$ cat src/rtl/ring_dma_pkg.sv
package ring_dma_pkg;

    typedef enum logic [1:0] {
        CH_IDLE  = 2'd0,
        CH_FETCH = 2'd1,
        CH_MOVE  = 2'd2
    } ch_state_e;

    // status bit positions (software decodes these)
    localparam int SB_HALTED    = 0;
    localparam int SB_AT_LAST   = 1;
    localparam int SB_LAST_DONE = 2;
    localparam int SB_BUF_DONE  = 3;
    localparam int SB_FIFO_ERR  = 4;

    // control bit positions
    localparam int CB_RUN     = 0;
    localparam int CB_CLEAR   = 1;
    localparam int CB_LAST_IE = 2;
    localparam int CB_ERR_IE  = 3;
    localparam int CB_DONE_IE = 4;

    // register byte offsets
    localparam logic [3:0] OFS_BASE = 4'h0;
    localparam logic [3:0] OFS_LAST = 4'h5;
    localparam logic [3:0] OFS_STAT = 4'h6;
    localparam logic [3:0] OFS_CTRL = 4'hB;

    localparam logic [4:0] CTRL_KEEP  = 5'b11100;
    localparam logic [4:0] STAT_RESET = 5'b00001;

endpackage

$ cat src/rtl/ring_dma_desc_port.sv
module ring_dma_desc_port #(
    parameter int IDX_W = 5,
    parameter int CNT_W = 16
) (
    input  logic [31:0]      base,
    input  logic [IDX_W-1:0] idx,
    input  logic [63:0]      rdata,
    output logic [31:0]      addr,
    output logic [CNT_W-1:0] len,
    output logic             ioc,
    output logic             rep
);
    localparam int STRIDE_SH = 3;
    localparam int W1_LO     = 32;

    assign addr = base + (32'(idx) << STRIDE_SH);
    assign len  = rdata[W1_LO +: CNT_W];
    assign ioc  = rdata[63];
    assign rep  = rdata[62];

    // buffer address and spare control bits belong to the datapath
    logic unused_desc;
    assign unused_desc = ^{rdata[31:0], rdata[61:W1_LO+CNT_W]};
endmodule

$ cat src/rtl/ring_dma_readmux.sv
module ring_dma_readmux #(
    parameter int IDX_W = 5,
    parameter int CNT_W = 16
) (
    input  logic [3:0]       rd_addr,
    input  logic [31:0]      base,
    input  logic [4:0]       stat,
    input  logic [4:0]       ctrl,
    input  logic [IDX_W-1:0] cur,
    input  logic [IDX_W-1:0] last,
    input  logic [IDX_W-1:0] pref,
    input  logic [CNT_W-1:0] remain,
    output logic [31:0]      rd_data
);
    always_comb begin
        unique case (rd_addr[3:2])
            2'd0:    rd_data = base;
            2'd1:    rd_data = {16'(stat), 8'(last), 8'(cur)};
            2'd2:    rd_data = {8'(ctrl), 8'(pref), 16'(remain)};
            default: rd_data = '0;
        endcase
    end

    logic unused_rd;
    assign unused_rd = ^rd_addr[1:0];
endmodule

$ cat src/rtl/ring_dma_chan.sv
module ring_dma_chan
    import ring_dma_pkg::*;
#(
    parameter int IDX_W = 5,
    parameter int CNT_W = 16
) (
    input  logic        clk,
    input  logic        rst_n,
    input  logic        wr_en,
    input  logic [3:0]  wr_addr,
    input  logic [31:0] wr_data,
    input  logic [3:0]  rd_addr,
    output logic [31:0] rd_data,
    output logic        mem_req,
    output logic [31:0] mem_addr,
    input  logic        mem_ack,
    input  logic [63:0] mem_rdata,
    input  logic        smp_valid,
    output logic        smp_ready,
    output logic        irq,
    output logic        hold_last
);
    localparam logic [IDX_W-1:0] IDX_ONE = IDX_W'(1);
    localparam logic [CNT_W-1:0] CNT_ONE = CNT_W'(1);

    ch_state_e        st_q, st_n;
    logic [31:0]      base_q, base_n;
    logic [IDX_W-1:0] cur_q, cur_n, last_q, last_n, pref_q, pref_n;
    logic [CNT_W-1:0] remain_q, remain_n;
    logic [4:0]       stat_q, stat_n, ctrl_q, ctrl_n;
    logic             ioc_q, ioc_n, rep_q, rep_n, hold_q, hold_n, irq_q, irq_n;

    logic [CNT_W-1:0] d_len;
    logic             d_ioc, d_rep;
    logic             smp_fire;

    ring_dma_desc_port #(.IDX_W(IDX_W), .CNT_W(CNT_W)) u_desc (
        .base (base_q),
        .idx  (cur_q),
        .rdata(mem_rdata),
        .addr (mem_addr),
        .len  (d_len),
        .ioc  (d_ioc),
        .rep  (d_rep)
    );

    ring_dma_readmux #(.IDX_W(IDX_W), .CNT_W(CNT_W)) u_rmux (
        .rd_addr(rd_addr),
        .base   (base_q),
        .stat   (stat_q),
        .ctrl   (ctrl_q),
        .cur    (cur_q),
        .last   (last_q),
        .pref   (pref_q),
        .remain (remain_q),
        .rd_data(rd_data)
    );

    assign mem_req   = (st_q == CH_FETCH);
    assign smp_ready = (st_q == CH_MOVE) && !wr_en;
    assign smp_fire  = smp_valid && smp_ready;
    assign irq       = irq_q;
    assign hold_last = hold_q;

    // state register
    always_ff @(posedge clk) begin
        if (!rst_n) begin
            st_q     <= CH_IDLE;
            base_q   <= '0;
            cur_q    <= '0;
            last_q   <= '0;
            pref_q   <= '0;
            remain_q <= '0;
            stat_q   <= STAT_RESET;
            ctrl_q   <= '0;
            ioc_q    <= 1'b0;
            rep_q    <= 1'b0;
            hold_q   <= 1'b0;
            irq_q    <= 1'b0;
        end else begin
            st_q     <= st_n;
            base_q   <= base_n;
            cur_q    <= cur_n;
            last_q   <= last_n;
            pref_q   <= pref_n;
            remain_q <= remain_n;
            stat_q   <= stat_n;
            ctrl_q   <= ctrl_n;
            ioc_q    <= ioc_n;
            rep_q    <= rep_n;
            hold_q   <= hold_n;
            irq_q    <= irq_n;
        end
    end

    // next state and register effects
    always_comb begin
        st_n     = st_q;
        base_n   = base_q;
        cur_n    = cur_q;
        last_n   = last_q;
        pref_n   = pref_q;
        remain_n = remain_q;
        stat_n   = stat_q;
        ctrl_n   = ctrl_q;
        ioc_n    = ioc_q;
        rep_n    = rep_q;
        hold_n   = hold_q;
        irq_n    = irq_q;

        unique case (st_q)
            CH_IDLE: ;
            CH_FETCH: begin
                if (mem_ack) begin
                    remain_n = d_len;
                    ioc_n    = d_ioc;
                    rep_n    = d_rep;
                    if (d_len != '0) begin
                        st_n = CH_MOVE;
                    end else if (cur_q == last_q) begin
                        stat_n[SB_HALTED] = 1'b1;
                        st_n              = CH_IDLE;
                    end else begin
                        cur_n  = pref_q;
                        pref_n = pref_q + IDX_ONE;
                    end
                end
            end
            CH_MOVE: begin
                if (smp_fire) begin
                    remain_n = remain_q - CNT_ONE;
                    if (remain_q == CNT_ONE) begin
                        stat_n[SB_AT_LAST] = 1'b0;
                        if (ioc_q) stat_n[SB_BUF_DONE] = 1'b1;
                        if (cur_q == last_q) begin
                            stat_n[SB_LAST_DONE] = 1'b1;
                            stat_n[SB_AT_LAST]   = 1'b1;
                            stat_n[SB_HALTED]    = 1'b1;
                            hold_n               = rep_q;
                            st_n                 = CH_IDLE;
                        end else begin
                            cur_n  = pref_q;
                            pref_n = pref_q + IDX_ONE;
                            st_n   = CH_FETCH;
                        end
                    end
                end
            end
            default: st_n = CH_IDLE;
        endcase

        if (wr_en) begin
            case (wr_addr)
                OFS_BASE: base_n = {wr_data[31:2], 2'b00};
                OFS_LAST: begin
                    last_n = wr_data[IDX_W-1:0];
                    if (ctrl_q[CB_RUN] && stat_q[SB_HALTED]) begin
                        stat_n[SB_HALTED]  = 1'b0;
                        stat_n[SB_AT_LAST] = 1'b0;
                        cur_n              = pref_q;
                        pref_n             = pref_q + IDX_ONE;
                        hold_n             = 1'b0;
                        st_n               = CH_FETCH;
                    end
                end
                OFS_STAT: stat_n[4:2] = stat_n[4:2] & ~wr_data[4:2];
                OFS_CTRL: begin
                    if (wr_data[CB_CLEAR]) begin
                        base_n   = '0;
                        cur_n    = '0;
                        last_n   = '0;
                        pref_n   = '0;
                        remain_n = '0;
                        stat_n   = STAT_RESET;
                        ctrl_n   = ctrl_q & CTRL_KEEP;
                        st_n     = CH_IDLE;
                    end else begin
                        ctrl_n = wr_data[4:0];
                        if (wr_data[CB_RUN]) begin
                            cur_n             = pref_q;
                            pref_n            = pref_q + IDX_ONE;
                            stat_n[SB_HALTED] = 1'b0;
                            hold_n            = 1'b0;
                            st_n              = CH_FETCH;
                        end else begin
                            stat_n[SB_HALTED] = 1'b1;
                            st_n              = CH_IDLE;
                        end
                    end
                end
                default: ;
            endcase
        end

        if (stat_q[4:2] != stat_n[4:2]) begin
            if (stat_n[4:2] == 3'b000) begin
                irq_n = 1'b0;
            end else if ((stat_n[SB_LAST_DONE] && ctrl_q[CB_LAST_IE]) ||
                         (stat_n[SB_BUF_DONE]  && ctrl_q[CB_DONE_IE])) begin
                irq_n = 1'b1;
            end
        end
    end
endmodule

$ cat config.mk
export PLATFORM = sky130hd
export DESIGN_NAME = ring_dma_chan
export DESIGN_NICKNAME = d
export VERILOG_FILES = /design/src/rtl/ring_dma_pkg.sv /design/src/rtl/ring_dma_desc_port.sv /design/src/rtl/ring_dma_readmux.sv /design/src/rtl/ring_dma_chan.sv
export SDC_FILE = /design/constraint.sdc
export NUM_CORES = 1
export LEC_CHECK = 0
export BUFFER_PORTS_ARGS = -buffer_cell sky130_fd_sc_hd__clkbuf_2
export CORE_ASPECT_RATIO = 1.25
export CORE_UTILIZATION = 55
export CTS_BUF_LIST = sky130_fd_sc_hd__clkbuf_16
export CTS_CLUSTER_DIAMETER = 80
export DETAILED_ROUTE_END_ITERATION = 12
export PLACE_DENSITY = 0.95
export SLEW_MARGIN = 15
export SYNTH_ARGS = -nofsm -noshare
export SYNTH_HDL_FRONTEND = slang
export SYNTH_SLANG_ARGS = --single-unit
$ cat constraint.sdc
create_clock -name clk -period 5.6 [get_ports clk]
set_clock_uncertainty 0.1 [all_clocks]
set_input_delay 0.84 -clock clk [delete_from_list [all_inputs] [get_ports clk]]
set_output_delay 0.84 -clock clk [all_outputs]
set_load 0.02 [all_outputs]
==> results by group, run 1 <==
Placement
  • Hpwl dp: 11.1 mm
  • I/O Buffers: 126
  • Placer Congestion: 0.937
  • Placed Area: 5690 um2

Timing
  • RSZ-0062 raised after global routing: false
  • F_max: 254 MHz
  • Minimum clock period: 3.94 ns
  • Setup TNS: 0 ns
  • Final hold slack: 0.350 ns
  • Final setup vio count: 0
  • Worst-Margin Slew: 1.11 ns
  • Final Hold Vio Count: 0
  • Rel. slew slack: 0.262
  • Max Slew Vio Count: 0
  • Final Cycle Share: 0.703

Finish
  • Commonest non-fill, non-tap cells in the layout: clkbuf_2, nand2_1, dfxtp_1
  • Commonest non-fill, non-tap cell in the layout: clkbuf_2
  • Layout filler cell count: 732
  • Syn-to-layout area delta: 18.0%
  • Share of layout cells above drive strength 1: 0.206
  • Post-Route Utilization: 0.679
  • Antenna cell count: 0
  • Final net count: 887
  • Final instance area: 6010 um2

Clock network
  • Clock sink count: 76
  • Post-cts sizing count: 0
  • CTS tree: built
  • CTS root buffer: clkbuf_16
  • Clock-pin slew on the worst setup and hold paths: 0.06 ns
  • Post-CTS Setup Bufs: 0
  • H-tree depth: 3
  • Clk_lat worst skew: 0.34 ns
  • TritonCTS buffer count: 9
  • Max Root-Sink Buffers: 2
  • Post-CTS Hold Fix Bufs: 0

Setup path
  • Kind of critical path: flip-flop to primary output
  • CP Max Fanout: 4
  • CP Capture Type: primary output
  • CP max-delay cell: dfxtp_1
  • Largest stage delay on the critical path: 0.43 ns
  • WP data arrival: 3.00 ns
  • Crit path cell chain: ha_1, inv_1, fa_1, nor2b_1, o21ai_0, a21boi_0, o211ai_1, nor3_1, xor2_1, clkbuf_2
  • Family with the most delay on the worst path: compound AO/OA/AOI/OAI gates
  • Critical Path RT: 4.66 ns
  • Crit path buf inv count: 2
  • Critical Path Start Type: flip-flop

Hold path
  • Hold Path Class: flip-flop to flip-flop

Power and ir drop
  • P_leak: 2.56 nW
  • Max VDD drop: 0.161 mV
  • Pwr Total: 1.26 mW
  • PD cells: 210 nW/um2

Floorplanning
  • I/O Pins: 177
  • Initial Utilization: 0.576
  • Area of the die: 9650 um2
  • Rows: 38
  • Core region area: 8840 um2
  • Die Ht: 110 um
  • Die Width: 88.1 um

Detailed routing
  • Iter 0 DRT Violations: 523
  • Vias per std cell: 6.29
  • ANT nets after route: 0
  • WL/cell: 17.5 um
  • # DRC: 0
  • First drt pass iteration count: 6
  • Via count: 5600
  • Overall routed net length: 15.6 mm

Run status
  • Status: finished, final reports clean

Synth
  • Number of enable flip-flop cells after synthesis: 0
  • Fraction of registers with async set or reset after synthesis: 0
  • Syn_area_per_cell: 7.61 um2
  • Synthesized cell area: 5090 um2
  • Seq/Total Area, Yosys: 0.299
  • Synth Warn #: 0
  • FF+latch count, synth: 76
  • Cells after synthesis: 669
  • Synth unique cells: 73
  • Ys flop type: dfxtp_1

Global routing
  • Initial antenna violation count: 0
  • Gr usage total: 0.329
  • GR Overflow Total: 0
  • Global-route wire length before repair: 24.6 mm
  • Largest net degree at the start of global routing: 31
  • Number of global-route vias before repair: 5057

Job
  • MaxCap Viol Count: 0
-- metrics by stage --
stage / std cells / setup WS, ns
after floorplan: 670 / 2.41
after global placement: 873 / 2.04
after detailed placement: 873 / 1.97
after CTS: 889 / 1.70
after global routing: 890 / 1.49
final: 890 / 1.66
-- layer usage --
layer  up-vias  wire, um  GRT usage
li1       2602         -          -
met1      2576      5830      0.392
met2       357      7510      0.552
met3        65      1550     0.0698
met4         0       671      0.169
met5         -         0          0
-- final cells by class --
type / count / area (um2) / share of cell area
Multi-Input combinational cell: 530 / 3300 / 0.550
Sequential cell: 76 / 1520 / 0.253
Timing Repair Buffer: 129 / 661 / 0.110
Clock buffer: 9 / 225 / 0.0375
Tap cell: 120 / 150 / 0.0250
Clock inverter: 7 / 75.1 / 0.0125
Inverter: 19 / 71.3 / 0.0119
-- cells in the mapped netlist, types with 4 or more instances --
master / count / share of area
xnor2_1: 17 / 0.029
a21oi_1: 49 / 0.048
nand2b_1: 4 / 0.0049
nor2_1: 63 / 0.046
clkbuf_1: 34 / 0.025
and3_1: 12 / 0.015
nand2_1: 79 / 0.058
a31oi_1: 9 / 0.011
nor3_1: 15 / 0.015
nor4_1: 7 / 0.0086
a22oi_1: 8 / 0.012
ha_1: 12 / 0.029
o21ai_0: 46 / 0.045
a21o_1: 5 / 0.0074
inv_1: 17 / 0.013
and2_1: 8 / 0.0098
buf_1: 4 / 0.0029
nand3_1: 43 / 0.042
nor2b_1: 11 / 0.014
a22o_1: 7 / 0.012
o21a_1: 6 / 0.0088
dfxtp_1: 76 / 0.30
nand4_1: 7 / 0.0086
o31ai_1: 5 / 0.0074
mux2i_1: 36 / 0.071
xor2_1: 14 / 0.024
-- kinds of logic after synthesis --
family / after synthesis / share of synthesized area
AO/OA/AOI/OAI: 169 / 0.213
XOR/XNOR: 31 / 0.0533
adder cells (fa/ha/maj): 13 / 0.0334
buffers and inverters: 64 / 0.0528
flip-flops: 76 / 0.299
multiplexers: 38 / 0.0752
other: 1 / 0.000737
AND/OR/NAND/NOR: 277 / 0.273
-- worst paths after layout --
| kind | startpoint | to | slack, ns | depth (start not counted) |
|---|---|---|---|---|
| max | cur_q[0] | mem_addr[31] | 1.66 | 10 |
| max reg2reg | st_q[0] | pref_q[3] | 2.58 | 8 |
| min | base_q[30] | base_q[30] | 0.35 | 2 |
| min reg2reg | base_q[30] | base_q[30] | 0.35 | 2 |
-- state kept, by name, summed over array words and instances, names as in the netlist --
signal / cells
last_q: 5
ioc_q: 1
pref_q: 5
remain_q: 16
base_q: 30
rep_q: 1
ctrl_q: 4
cur_q: 5
hold_last: 1
st_q: 2
irq: 1
stat_q: 5
-- worst register-to-register path: cells and delay by family, from the launching register on --
| kind | cells | cell delay (ns) |
|---|---|---|
| buffers and inverters | 1 | 0.09 |
| and+or+nand+nor | 3 | 0.81 |
| DFF | 1 | 0.42 |
| AOI/OAI and AO/OA | 3 | 1.08 |
| adders and majority gates | 1 | 0.41 |
-- where the power goes --
group	leakage, nW	switching (mW)	internal, mW
combinational	1.81	0.0719	0.0420
sequential	0.613	0.00742	0.546
clock	0.138	0.247	0.347
total	2.56	0.327	0.934
No activity file was read; power rests on OpenSTA's default activity.
==> run 2, diff against run 1 <==
Settings changed: CORE_UTILIZATION 55 to 46, PLACE_DENSITY 0.95 to 0.85.
Clock period 5.6 ns to 3.6 ns, I/O delays scaled along.
==> run 2 against run 1 <==
Hold slack got worse by 0.016 ns. Count of clock-buffer cells in the layout did not move. Clock power is 33% higher. Sequential power grew 56%. Setup slack lost 1.5 ns. Critical path depth unchanged. Die area grew 19%. Routed wire length increased by 0.71%. Combinational power is 57% higher. Largest cell class unchanged. Largest power group is now registers.
==> results by group, run 2 (synthesis results as in run 1) <==
Run status
  • Status: finished, final reports clean

Clock network
  • Post-CTS Setup Bufs: 0 (unchanged)
  • Clock sink count: 76 (unchanged)
  • Clk_lat worst skew: 0.34 ns (about the same)
  • H-tree depth: 3 (unchanged)
  • TritonCTS buffer count: 9 (unchanged)
  • CTS tree: built
  • CTS root buffer: clkbuf_16
  • Clock-pin slew on the worst setup and hold paths: 0.06 ns (about the same)
  • Max Root-Sink Buffers: 2 (unchanged)

Finish
  • Final net count: 891 (+0.45%)
  • Antenna cell count: 0 (unchanged)
  • Post-Route Utilization: 0.564 (-0.115)
  • Share of layout cells above drive strength 1: 0.210 (+0.00308)
  • Commonest non-fill, non-tap cells in the layout: clkbuf_2, nand2_1, dfxtp_1
  • Most flop-heavy register: base_q
  • Top flop regs: base_q (30), remain_q (16)
  • Commonest non-fill, non-tap cell in the layout: clkbuf_2
  • Syn-to-layout area delta: 18.2%
  • Max reg flops: 30 (unchanged)

Power and ir drop
  • PD cells: 305 nW/um2 (+45%)
  • P_leak: 2.60 nW (+1.4%)
  • Max VDD drop: 0.218 mV (+35%)
  • Pwr Total: 1.83 mW (+45%)

Timing
  • Setup TNS: 0 ns (unchanged)
  • RSZ-0062 raised after global routing: false
  • Rel. slew slack: 0.456 (+0.193)
  • Final setup vio count: 0 (unchanged)
  • Max Slew Vio Count: 0 (unchanged)
  • Minimum clock period: 3.42 ns
  • Worst-Margin Slew: 0.816 ns (-0.291 ns)
  • Final Cycle Share: 0.949
  • Final Hold Vio Count: 0 (unchanged)
  • F_max: 293 MHz

Setup path
  • CP Max Fanout: 4 (unchanged)
  • CP Capture Type: primary output
  • Largest stage delay on the critical path: 0.40 ns (-0.03 ns)
  • CP max-delay cell: fa_1
  • Kind of critical path: flip-flop to primary output
  • WP data arrival: 2.78 ns (-0.22 ns)
  • Critical Path Start Type: flip-flop
  • Critical Path RT: 2.96 ns (-1.70 ns)
  • Crit path cell chain: ha_1, inv_1, fa_1, nor2b_1, o21ai_0, a21boi_2, o211ai_1, nor3_2, xor2_1, clkbuf_2

Global routing
  • Number of global-route vias before repair: 4987 (-1.4%)
  • Initial antenna violation count: 0 (unchanged)
  • Largest net degree at the start of global routing: 37 (+19%)
  • Gr usage total: 0.276 (-0.0526)
  • GR Overflow Total: 0 (unchanged)
  • Global-route wire length before repair: 24.5 mm (-0.28%)

Detailed routing
  • # DRC: 0 (unchanged)
  • Iter 0 DRT Violations: 476 (-9.0%)
  • First drt pass iteration count: 7 (+1)
  • ANT nets after route: 0 (unchanged)
  • Via count: 5450 (-2.7%)
  • DR top layer: met4
  • WL met3: 1.37 mm (-11%)
  • WL/cell: 17.3 um (-0.96%)
  • Wl on met1: 6.19 mm (+6.0%)
  • Vias per std cell: 6.02 (-4.3%)
  • Met2 routed WL: 7.56 mm (+0.61%)
  • Overall routed net length: 15.7 mm (+0.71%)

Floorplanning
  • Rows: 42 (+11%)
  • I/O Pins: 177 (unchanged)
  • Die Width: 96.1 um (+9.1%)
  • Initial Utilization: 0.477 (-0.0984)
  • Die Ht: 120 um (+9.2%)
  • Area of the die: 11500 um2 (+19%)
  • Core region area: 10700 um2 (+21%)

Job
  • MaxCap Viol Count: 0 (unchanged)

Placement
  • I/O Buffers: 126 (unchanged)
  • Placer Congestion: 0.921 (-1.7%)
  • Hpwl dp: 11.5 mm (+3.2%)

Hold path
  • Hold Path Class: input port to flip-flop
run 2: cell count changes in the layout (fill, tap and decap cells not counted), sizes merged:
| cell | before | now |
|---|---|---|
| buf | 3 | 7 |
| clkinvlp | 3 | 0 |
| inv | 18 | 20 |
| bufinv | 1 | 0 |
| clkinv | 4 | 5 |
run 2: per-layer routing:
metal,GRT usage,vias to the layer above
met5,0,-
met4,0.141,0
met3,0.0482,50
met2,0.454,292
met1,0.339,2505
li1,-,2603
run 2: final cells by class:
class | instances | area [um2]
Fill cell | 1025 | 4650
Timing Repair Buffer | 133 | 683
Tap cell | 132 | 165
Multi-Input combinational cell | 530 | 3320
Inverter | 19 | 71.3
Clock inverter | 6 | 26.3
Clock buffer | 9 | 225
Sequential cell | 76 | 1520
run 2: per-stage QoR:
step	hold slack (ns)	std cells	setup slack [ns]	area (um2)
2_1_floorplan	0.332	670	0.710	5090
3_3_place_gp	0.341	890	0.463	5750
4_1_cts	0.330	905	0.00544	6000
5_1_grt	0.346	905	0.0178	6020
3_5_place_dp	0.347	890	0.407	5750
6_report	0.334	905	0.182	6020
run 2: timing repair:
| action | in CTS | in global routing |
|---|---|---|
| resized for setup | 0 | 5 |
| setup endpoints to repair | 0 | 12 |
| hold buffers | 0 | 0 |
run 2: path summary, 6_finish.rpt:
| kind | startpoint | endpoint | slack, ns | cells after the start |
|---|---|---|---|---|
| setup / recovery | cur_q[0] | mem_addr[31] | 0.18 | 10 |
| hold / removal | wr_data[25] | base_q[25] | 0.33 | 3 |
| setup reg to reg | st_q[0] | pref_q[3] | 0.68 | 8 |
| hold reg to reg | base_q[30] | base_q[30] | 0.35 | 2 |
run 2: critical path: cells and delay by family, from the launching register on:
| family | cells | cell delay [ns] |
|---|---|---|
| buf+inv | 2 | 0.25 |
| fa+ha+maj | 2 | 0.61 |
| xor+xnor | 1 | 0.18 |
| simple gates | 2 | 0.40 |
| flops | 1 | 0.38 |
| compound gates | 3 | 0.62 |
run 2: report_power, final:
group	internal (mW)	leakage (nW)	switching, mW
clock network	0.451	0.139	0.342
registers	0.850	0.613	0.0107
logic	0.0664	1.85	0.113
==> run 3, diff against run 2 <==
Settings changed: CORE_UTILIZATION 46 to 51, PLACE_DENSITY 0.85 to 0.89.
Clock period 3.6 ns to 3.9 ns, I/O delays scaled along.
==> run 3 against run 2 <==
Hold slack gained 0.020 ns. Setup slack improved by 0.069 ns. First-iteration DRC count increased by 11%. Register-to-register slack gained 0.23 ns. Final cell count shrank 0.66%. Critical endpoint unchanged.
==> results by group, run 3 (synthesis results as in run 1) <==
Setup path
  • Critical Path Start Type: flip-flop
  • CP Capture Type: primary output
  • Largest stage delay on the critical path: 0.42 ns (+0.02 ns)
  • Family with the most delay on the worst path: compound AO/OA/AOI/OAI gates
  • Crit path buf inv count: 2 (unchanged)
  • Worst flop-to-flop path startpoint: st_q[0]
  • Crit path cell chain: ha_1, inv_1, fa_1, nor2b_1, o21ai_0, a21boi_0, o211ai_1, nor3_1, xor2_1, clkbuf_2
  • Worst setup startpoint: cur_q[0]
  • WP data arrival: 2.96 ns (+0.18 ns)
  • Critical Path RT: 3.21 ns (+0.25 ns)
  • CP max-delay cell: a21boi_0
  • CP Max Fanout: 4 (unchanged)
  • Kind of critical path: flip-flop to primary output

Hold path
  • Hold_sp: base_q[30]
  • Hold Path Class: flip-flop to flip-flop

Finish
  • Commonest non-fill, non-tap cell in the layout: clkbuf_2
  • Final net count: 890 (-0.11%)
  • Commonest non-fill, non-tap cells in the layout: clkbuf_2, nand2_1, dfxtp_1
  • Area of the multi-input gates: 3300 um2 (-0.53%)
  • Top flop regs: base_q (30), remain_q (16)
  • Syn-to-layout area delta: 18.6%
  • Most flop-heavy register: base_q
  • Layout filler cell count: 878 (-14%)
  • FF+latch area: 1520 um2 (about the same)
  • Share of layout cells above drive strength 1: 0.204 (-0.00517)
  • Final instance area: 6040 um2 (+0.40%)
  • Max reg flops: 30 (unchanged)
  • Antenna cell count: 0 (unchanged)

Power and ir drop
  • PD cells: 306 nW/um2 (+0.36%)
  • Pwr Total: 1.85 mW (+0.76%)
  • P_leak: 2.60 nW (-0.20%)
  • Max VDD drop: 0.222 mV (+1.9%)

Placement
  • Placer Congestion: 0.949 (+3.1%)
  • Hpwl dp: 11.4 mm (-0.36%)
  • Placed Area: 5730 um2 (-0.26%)
  • I/O Buffers: 126 (unchanged)

Job
  • MaxCap Viol Count: 0 (unchanged)

Clock network
  • TritonCTS buffer count: 9 (unchanged)
  • Clk_lat worst skew: 0.34 ns (about the same)
  • CTS tree: built
  • CTS root buffer: clkbuf_16
  • Post-cts sizing count: 0 (unchanged)
  • Post-CTS Hold Fix Bufs: 0 (unchanged)
  • Max Root-Sink Buffers: 2 (unchanged)
  • Post-CTS Setup Bufs: 0 (unchanged)
  • H-tree depth: 3 (unchanged)
  • Clock sink count: 76 (unchanged)
  • Clock-pin slew on the worst setup and hold paths: 0.06 ns (about the same)

Detailed routing
  • Vias per std cell: 6.14 (+2.0%)
  • First drt pass iteration count: 6 (-1)
  • Via count: 5524 (+1.4%)
  • Iter 0 DRT Violations: 529 (+11%)
  • WL/cell: 17.6 um (+1.9%)
  • # DRC: 0 (unchanged)
  • Overall routed net length: 15.9 mm (+1.2%)
  • ANT nets after route: 0 (unchanged)

Run status
  • Status: finished, final reports clean

Global routing
  • Largest net degree at the start of global routing: 39 (+5.4%)
  • Gr usage total: 0.316 (+0.0397)
  • GR Overflow Total: 0 (unchanged)
  • Number of global-route vias before repair: 5258 (+5.4%)
  • Global-route wire length before repair: 26.1 mm (+6.4%)
  • Initial antenna violation count: 0 (unchanged)

Timing
  • Final Cycle Share: 0.936
  • Minimum clock period: 3.65 ns
  • Setup TNS: 0 ns (unchanged)
  • Final setup vio count: 0 (unchanged)
  • Worst-Margin Slew: 1.09 ns (+0.276 ns)
  • RSZ-0062 raised after global routing: false
  • Max Slew Vio Count: 0 (unchanged)
  • Final Hold Vio Count: 0 (unchanged)
  • Rel. slew slack: 0.271 (-0.184)
  • F_max: 274 MHz

Floorplanning
  • Die Width: 91.4 um (-4.9%)
  • I/O Pins: 177 (unchanged)
  • Die Ht: 114 um (-4.9%)
  • Core region area: 9660 um2 (-9.5%)
  • Rows: 40 (-4.8%)
  • Area of the die: 10400 um2 (-9.6%)
  • Initial Utilization: 0.527 (+0.0498)
run 3: stage by stage:
step / setup WS (ns) / hold WS, ns / instances / util
final: 0.251 / 0.354 / 899 / 0.625
after global routing: 0.0193 / 0.384 / 899 / 0.625
after CTS: 0.277 / 0.358 / 899 / 0.625
after detailed placement: 0.672 / 0.353 / 883 / 0.593
after global placement: 0.704 / 0.341 / 883 / 0.593
after floorplan: 0.965 / 0.332 / 670 / -
run 3: layout make-up:
cell class / instances / share of cell area
sequential: 76 / 0.252
clock buffer: 9 / 0.0373
timing repair buffer: 132 / 0.112
tap: 126 / 0.0261
clock inverter: 7 / 0.0139
multi-input combinational: 530 / 0.547
inverter: 19 / 0.0118
run 3: report_power, final:
group	internal, mW	switching, mW	total (mW)
registers	0.784	0.0104	0.794
clock network	0.552	0.333	0.885
logic	0.0615	0.105	0.167
total	1.40	0.448	1.85
run 3: path summary, 6_finish.rpt:
kind	to	slack, ns	cells after the start
max	mem_addr[31]	0.25	10
min	base_q[30]	0.35	2
max reg2reg	pref_q[3]	0.91	8
min reg2reg	base_q[30]	0.35	2
run 3: per-layer routing:
metal  up-vias  GRT usage  wire length (um)
met3        61     0.0807              1550
met4         0      0.132               533
met5         -          0                 0
met2       346      0.536              7670
met1      2522      0.380              6110
li1       2595          -                 -
run 3: worst register-to-register path, delay by kind of cell (launching register included):
kind                     cells  cell delay (ns)
AO/OA/AOI/OAI                3             1.09
AND/OR/NAND/NOR              3             0.79
adder cells (fa/ha/maj)      1             0.41
flip-flops                   1             0.40
buffers and inverters        1             0.09
